### src/rtl/i2c_gc_pkg.sv
package i2c_gc_pkg;

  // Events found on the bus by the datapath, consumed by the control
  typedef struct packed {
    logic startDet;
    logic stopDet;
    logic byteDone;   // last data bit sampled this cycle
    logic dataFall;   // SCL falling after the last data bit
    logic ackRise;    // SCL rising of the acknowledge pulse
    logic frameEnd;   // SCL falling that ends the acknowledge pulse
  } busEvents_t;

  // Strobes from the control to the datapath
  typedef struct packed {
    logic captureEn;
    logic frameRestart;
  } ctlStrobes_t;

  typedef enum logic [1:0] {
    ST_IDLE,
    ST_ADDR,
    ST_GCCMD,
    ST_SKIP
  } gcState_e;

  typedef enum logic [1:0] {
    CMD_NONE,
    CMD_RESET,
    CMD_WAKE
  } gcCmd_e;

  localparam logic [4:0] HS_PREFIX = 5'b00001;

endpackage

### src/rtl/i2c_gc_datapath.sv
module i2c_gc_datapath
  import i2c_gc_pkg::*;
#(
  parameter int BYTE_BITS   = 8,
  parameter int SYNC_STAGES = 2
) (
  input  logic                 clk,
  input  logic                 rstN,
  input  logic                 sclIn,
  input  logic                 sdaIn,
  input  ctlStrobes_t          ctl,
  output busEvents_t           ev,
  output logic [BYTE_BITS-1:0] rxNext
);

  localparam int CNT_W   = $clog2(BYTE_BITS + 2);
  localparam int ACK_CNT = BYTE_BITS;
  localparam int END_CNT = BYTE_BITS + 1;

  logic [SYNC_STAGES-1:0] sclSync, sdaSync;
  logic sclS, sdaS, sclPrev, sdaPrev;
  logic sclRise, sclFall;
  logic [BYTE_BITS-1:0] shiftReg;
  logic [CNT_W-1:0] bitCnt;

  genvar g;
  generate
    for (g = 0; g < SYNC_STAGES; g++) begin : gSync
      always_ff @(posedge clk or negedge rstN) begin
        if (!rstN) begin
          sclSync[g] <= 1'b1;
          sdaSync[g] <= 1'b1;
        end else if (g == 0) begin
          sclSync[g] <= sclIn;
          sdaSync[g] <= sdaIn;
        end else begin
          sclSync[g] <= sclSync[(g == 0) ? 0 : g-1];
          sdaSync[g] <= sdaSync[(g == 0) ? 0 : g-1];
        end
      end
    end
  endgenerate

  assign sclS = sclSync[SYNC_STAGES-1];
  assign sdaS = sdaSync[SYNC_STAGES-1];

  always_ff @(posedge clk or negedge rstN) begin
    if (!rstN) begin
      sclPrev <= 1'b1;
      sdaPrev <= 1'b1;
    end else begin
      sclPrev <= sclS;
      sdaPrev <= sdaS;
    end
  end

  assign sclRise = sclS & ~sclPrev;
  assign sclFall = ~sclS & sclPrev;

  always_comb begin
    ev.startDet = sclS & sclPrev & sdaPrev & ~sdaS;
    ev.stopDet  = sclS & sclPrev & ~sdaPrev & sdaS;
    ev.byteDone = sclRise & ctl.captureEn & (bitCnt == CNT_W'(BYTE_BITS - 1));
    ev.dataFall = sclFall & (bitCnt == CNT_W'(ACK_CNT));
    ev.ackRise  = sclRise & ctl.captureEn & (bitCnt == CNT_W'(ACK_CNT));
    ev.frameEnd = sclFall & (bitCnt == CNT_W'(END_CNT));
  end

  assign rxNext = {shiftReg[BYTE_BITS-2:0], sdaS};

  always_ff @(posedge clk or negedge rstN) begin
    if (!rstN) begin
      shiftReg <= '0;
      bitCnt   <= '0;
    end else if (ev.startDet || ctl.frameRestart) begin
      bitCnt <= '0;
    end else if (sclRise && ctl.captureEn) begin
      if (bitCnt < CNT_W'(ACK_CNT)) begin
        shiftReg <= rxNext;
        bitCnt   <= bitCnt + 1'b1;
      end else if (bitCnt == CNT_W'(ACK_CNT)) begin
        bitCnt <= CNT_W'(END_CNT);
      end
    end
  end

  // a START always rewinds the frame
  p_start_rewinds_r9: assert property (@(posedge clk) disable iff (!rstN)
    ev.startDet |=> (bitCnt == '0));

  // the counter never runs past the acknowledge slot
  p_cnt_bounded_r11: assert property (@(posedge clk) disable iff (!rstN)
    bitCnt <= CNT_W'(END_CNT));

endmodule

### src/rtl/i2c_gc_control.sv
module i2c_gc_control
  import i2c_gc_pkg::*;
#(
  parameter int             BYTE_BITS = 8,
  parameter logic [7:0]     GC_ADDR   = 8'h00,
  parameter logic [7:0]     RESET_CMD = 8'h06,
  parameter logic [7:0]     WAKE_CMD  = 8'h09
) (
  input  logic                 clk,
  input  logic                 rstN,
  input  busEvents_t           ev,
  input  logic [BYTE_BITS-1:0] rxNext,
  output ctlStrobes_t          ctl,
  output logic                 sdaPullLow,
  output logic                 reloadPulse,
  output logic                 pdClearPulse,
  output logic                 hsMode
);

  gcState_e state;
  gcCmd_e   cmdPending;
  logic     ackPending;

  assign ctl.captureEn    = (state != ST_IDLE);
  assign ctl.frameRestart = ev.frameEnd;

  always_ff @(posedge clk or negedge rstN) begin
    if (!rstN) begin
      state        <= ST_IDLE;
      cmdPending   <= CMD_NONE;
      ackPending   <= 1'b0;
      sdaPullLow   <= 1'b0;
      reloadPulse  <= 1'b0;
      pdClearPulse <= 1'b0;
      hsMode       <= 1'b0;
    end else begin
      reloadPulse  <= 1'b0;
      pdClearPulse <= 1'b0;
      if (ev.stopDet) begin
        state      <= ST_IDLE;
        cmdPending <= CMD_NONE;
        ackPending <= 1'b0;
        sdaPullLow <= 1'b0;
        hsMode     <= 1'b0;
      end else if (ev.startDet) begin
        state      <= ST_ADDR;
        cmdPending <= CMD_NONE;
        ackPending <= 1'b0;
        sdaPullLow <= 1'b0;
      end else begin
        if (ev.byteDone) begin
          case (state)
            ST_ADDR: begin
              if (rxNext == GC_ADDR) begin
                ackPending <= 1'b1;
                state      <= ST_GCCMD;
              end else begin
                if (rxNext[BYTE_BITS-1 -: 5] == HS_PREFIX) hsMode <= 1'b1;
                state <= ST_SKIP;
              end
            end
            ST_GCCMD: begin
              state <= ST_SKIP;
              if (rxNext == RESET_CMD) begin
                ackPending <= 1'b1;
                cmdPending <= CMD_RESET;
              end else if (rxNext == WAKE_CMD) begin
                ackPending <= 1'b1;
                cmdPending <= CMD_WAKE;
              end else if (rxNext != '0) begin
                ackPending <= 1'b1;
              end
            end
            default: ;
          endcase
        end
        if (ev.dataFall && ackPending) sdaPullLow <= 1'b1;
        if (ev.ackRise) begin
          if (cmdPending == CMD_RESET) begin
            reloadPulse <= 1'b1;
            hsMode      <= 1'b0;
          end
          if (cmdPending == CMD_WAKE) pdClearPulse <= 1'b1;
          cmdPending <= CMD_NONE;
        end
        if (ev.frameEnd) begin
          sdaPullLow <= 1'b0;
          ackPending <= 1'b0;
        end
      end
    end
  end

  // the reload request lasts a single cycle
  p_reload_single_r2: assert property (@(posedge clk) disable iff (!rstN)
    reloadPulse |=> !reloadPulse);

  // the power-down clear lasts a single cycle
  p_clear_single_r3: assert property (@(posedge clk) disable iff (!rstN)
    pdClearPulse |=> !pdClearPulse);

  // entering high-speed mode never comes with an acknowledge
  p_hs_no_ack_r6: assert property (@(posedge clk) disable iff (!rstN)
    $rose(hsMode) |-> !sdaPullLow);

  // a STOP always leaves high-speed mode
  p_hs_stop_r7: assert property (@(posedge clk) disable iff (!rstN)
    ev.stopDet |=> !hsMode);

  // the pull-down is gone after the acknowledge pulse ends
  p_ack_release_r11: assert property (@(posedge clk) disable iff (!rstN)
    ev.frameEnd |=> !sdaPullLow);

endmodule

### src/rtl/i2c_gencall_target.sv
module i2c_gencall_target
  import i2c_gc_pkg::*;
#(
  parameter int         BYTE_BITS   = 8,
  parameter int         SYNC_STAGES = 2,
  parameter logic [7:0] GC_ADDR     = 8'h00,
  parameter logic [7:0] RESET_CMD   = 8'h06,
  parameter logic [7:0] WAKE_CMD    = 8'h09
) (
  input  logic clk,
  input  logic rstN,
  input  logic sclIn,
  input  logic sdaIn,
  output logic sdaPullLow,
  output logic reloadPulse,
  output logic pdClearPulse,
  output logic hsMode
);

  busEvents_t           ev;
  ctlStrobes_t          ctl;
  logic [BYTE_BITS-1:0] rxNext;

  i2c_gc_datapath #(
    .BYTE_BITS  (BYTE_BITS),
    .SYNC_STAGES(SYNC_STAGES)
  ) u_datapath (
    .clk   (clk),
    .rstN  (rstN),
    .sclIn (sclIn),
    .sdaIn (sdaIn),
    .ctl   (ctl),
    .ev    (ev),
    .rxNext(rxNext)
  );

  i2c_gc_control #(
    .BYTE_BITS(BYTE_BITS),
    .GC_ADDR  (GC_ADDR),
    .RESET_CMD(RESET_CMD),
    .WAKE_CMD (WAKE_CMD)
  ) u_control (
    .clk         (clk),
    .rstN        (rstN),
    .ev          (ev),
    .rxNext      (rxNext),
    .ctl         (ctl),
    .sdaPullLow  (sdaPullLow),
    .reloadPulse (reloadPulse),
    .pdClearPulse(pdClearPulse),
    .hsMode      (hsMode)
  );

  // the two command pulses never coincide
  p_pulses_apart_r3: assert property (@(posedge clk) disable iff (!rstN)
    !(reloadPulse && pdClearPulse));

endmodule

### config.mk
export PLATFORM = sky130hd
export DESIGN_NAME = i2c_gencall_target
export DESIGN_NICKNAME = d
export VERILOG_FILES = /design/src/rtl/i2c_gc_pkg.sv /design/src/rtl/i2c_gc_datapath.sv /design/src/rtl/i2c_gc_control.sv /design/src/rtl/i2c_gencall_target.sv
export SDC_FILE = /design/constraint.sdc
export NUM_CORES = 1
export LEC_CHECK = 0
export CAP_MARGIN = 40
export CORE_MARGIN = 8
export CORE_UTILIZATION = 47
export DETAILED_ROUTE_END_ITERATION = 7
export GPL_ROUTABILITY_DRIVEN = 0
export GPL_TIMING_DRIVEN = 0
export HOLD_SLACK_MARGIN = 0.02
export PLACE_DENSITY = 0.66
export SLEW_MARGIN = 5
export SYNTH_ARGS = -nofsm -noshare
export SYNTH_HDL_FRONTEND = slang
export SYNTH_HIERARCHICAL = 1
export SYNTH_SLANG_ARGS = --single-unit
### constraint.sdc
create_clock -name clk -period 2.1 [get_ports clk]
set_input_delay 0.42 -clock clk [delete_from_list [all_inputs] [get_ports clk]]
set_output_delay 0.42 -clock clk [all_outputs]
set_load 0.01 [all_outputs]
==> run metrics <==
status=finished clean; drt pass-1 iters=4; worst-path fanout max=7; fin crit period=1.92 ns; number of global-route vias before repair=914; most frequent cells in the layout=20 x dfrtp_1, 7 x clkdlybuf4s50_1, 7 x inv_1, 7 x nand2_1, 7 x mux2_4; sequential area share after synthesis=50.6%; DRC=0; Core ar.=2690 µm²; Worst-Margin Slew=0.554 ns; initial drt markers=44; unrepaired setup endpoints after global routing=false; H-Tree Depth=1; clock root cell=clkbuf_4; setup TNS=0 ns; I/O Buffers=7; crit start category=flop; syn avg cell area=12.3 µm²; cts hold-fix bufs=0; CTS tree=done; Reg clk slew, reported paths=0.14 ns; leading cell type in the layout, fill and taps excluded=dfrtp_1; DP HPWL=1790 µm; final hold vios=0; area grow syn2layout=12.7%; routed wire length=2390 µm; worst rel slew slack=62.9%; Post CTS Setup Buffer Count=0; remaining antenna violation count=0; placed cell area=1430 µm²; initial antenna violation count=0; Mapped Cells=106; layout cell share with drive strength beyond 1=22.0%; Synthesized Nets=116; setup ws final=0.178 ns; Data arrival, critical path=2.13 ns; Pwr Total=1.35 mW; chip height=68.6 µm; Syn. warnings=6; Via density=5.75; final instance area=1470 µm²; Crit Path Category=flop to flop; nets@finish=129; Max-cap violations=0; Bufs on Longest Clock Path=2; Netlist cell types=33; leakage=0.681 nW; WL per Instance=16.1 µm; required time of the critical path=2.31 ns; io pins=8; Pwr Density=917 nW/µm²; first-pass GRT wire length=4300 µm; worst vdd ir=0.728 mV; die area=4710 µm²; initial cell density of the core=48.4%; Die X=68.6 µm; # setup viols final=0; via count=857; largest net degree at the start of global routing=16; Sink Count=26; Overall Global Routing Usage=11.8%; CP endpoint kind=flop; Seq cells post-synth=26; Netlist Area Pre-Place=1300 µm²; worst skew pair latency=0.31 ns; Rows=19; ANT cells=0; grt total ovfl=0; CTS Buf Count=3; final core occ=54.6%; Hold/Removal Path Class=flop to flop; final slew viol count=0; Final period util=91.5%; Worst Skew=0.00810 ns; post-place setup slack=-0.0139 ns; fmax=520 MHz
==> path summary, 6_finish.rpt <==
path / startpoint / end / slack (ns) / depth (start not counted)
max: u_datapath/bitCnt[0]$_DFFE_PN0P_ / u_datapath/shiftReg[5]$_DFFE_PN0P_ / 0.18 / 6
min: u_datapath/sclSync[0]$_DFF_PN1_ / u_datapath/sclS$_DFF_PN1_ / 0.37 / 0
max reg2reg: u_datapath/bitCnt[0]$_DFFE_PN0P_ / u_datapath/shiftReg[5]$_DFFE_PN0P_ / 0.18 / 6
min reg2reg: u_datapath/sclSync[0]$_DFF_PN1_ / u_datapath/sclS$_DFF_PN1_ / 0.37 / 0
max in group asynchronous: rstN / u_datapath/sclS$_DFF_PN1_ / 1.07 / 2
min in group asynchronous: rstN / u_datapath/bitCnt[0]$_DFFE_PN0P_ / 0.44 / 1
==> registers in the layout (all words and copies together) (netlist names) <==
register,cells
u_datapath/sclPrev,1
u_control/reloadPulse,1
u_control/hsMode,1
u_control/ackPending,1
u_datapath/sclSync,1
u_datapath/bitCnt,4
u_datapath/shiftReg,7
u_control/cmdPending,2
u_control/sdaPullLow,1
u_datapath/sdaS,1
u_datapath/sdaPrev,1
u_control/pdClearPulse,1
u_control/state,2
u_datapath/sclS,1
u_datapath/sdaSync,1
==> per-layer routing <==
metal,vias up,global-route usage (%),routed length [µm]
li1,412,-,-
met1,429,14.9,1110
met5,-,0,0
met3,2,2.58,85
met2,14,19.4,1180
met4,0,4.35,21
==> synth_stat cells <==
| cell | n | area (µm²) |
|---|---|---|
| nand4_1 | 1 | 6.26 |
| a21oi_1 | 5 | 25.0 |
| nand3b_1 | 1 | 7.51 |
| a311oi_1 | 1 | 8.76 |
| nor4_4 | 1 | 21.3 |
| nand3b_4 | 1 | 20.0 |
| or2_2 | 1 | 6.26 |
| nor4bb_1 | 4 | 40.0 |
| dfstp_2 | 6 | 158 |
| o21a_1 | 1 | 7.51 |
| mux2_4 | 7 | 105 |
| and4b_1 | 4 | 40.0 |
| ha_1 | 6 | 75.1 |
| dfrtp_1 | 20 | 500 |
| o22ai_1 | 2 | 12.5 |
| o211a_1 | 1 | 10.0 |
| o21ai_0 | 1 | 5.00 |
| nor2b_1 | 1 | 6.26 |
| buf_6 | 1 | 11.3 |
| o2111a_1 | 2 | 22.5 |
| a21boi_0 | 1 | 7.51 |
| nor3_1 | 3 | 15.0 |
| or3_1 | 5 | 31.3 |
| a211oi_1 | 1 | 7.51 |
| o41a_1 | 1 | 11.3 |
| o21ba_2 | 1 | 10.0 |
| nor2_1 | 4 | 15.0 |
| nor4_1 | 2 | 12.5 |
| inv_1 | 7 | 26.3 |
| nor3b_1 | 3 | 22.5 |
| nand2b_1 | 2 | 12.5 |
| nand2_1 | 7 | 26.3 |
| buf_4 | 2 | 15.0 |
==> logic make-up (layout without fill, tap and decap cells) <==
family / after synthesis / count (layout) / synth area share, %
multiplexers: 7 / 7 / 8.08
AND/OR/NAND/NOR: 40 / 40 / 21.7
AO/OA/AOI/OAI: 17 / 17 / 9.81
buffers and inverters: 10 / 22 / 4.04
adder cells (fa/ha/maj): 6 / 6 / 5.77
flip-flops: 26 / 26 / 50.6
==> where the power goes <==
part / total, mW / internal [mW] / switching (mW)
clock network: 0.248 / 0.106 / 0.142
registers: 0.727 / 0.608 / 0.119
logic: 0.370 / 0.209 / 0.161
total: 1.35 / 0.922 / 0.423
==> final cells by class <==
type                    instances  area, µm²
fillers                       233       1220
flip-flops and latches         26        658
multi-input cells              70        596
repair buffers                  8       85.1
well taps                      31       38.8
clock buffers                   4       36.3
plain buffers                   3       26.3
inverters                       7       26.3
==> what timing repair did <==
item / 4_1_cts / 5_1_grt
gates resized for setup: 1 / 0
setup endpoints to repair: 2 / 0
endpoints found under the hold margin: 0 / 0
==> metrics by stage <==
stage,instances,hold WS [ns]
2_1_floorplan,106,0.124
3_3_place_gp,144,0.348
3_5_place_dp,145,0.349
4_1_cts,149,0.369
5_1_grt,149,0.376
6_report,149,0.367
==> critical path, stage by stage (launching register included) <==
cell,delay (ns)
dfrtp_1,0.45
ha_1,0.21
and4b_1,0.19
buf_4,0.14
or3_1,0.36
buf_6,0.16
mux2_4,0.30
Power figures use the tool's default switching activity.
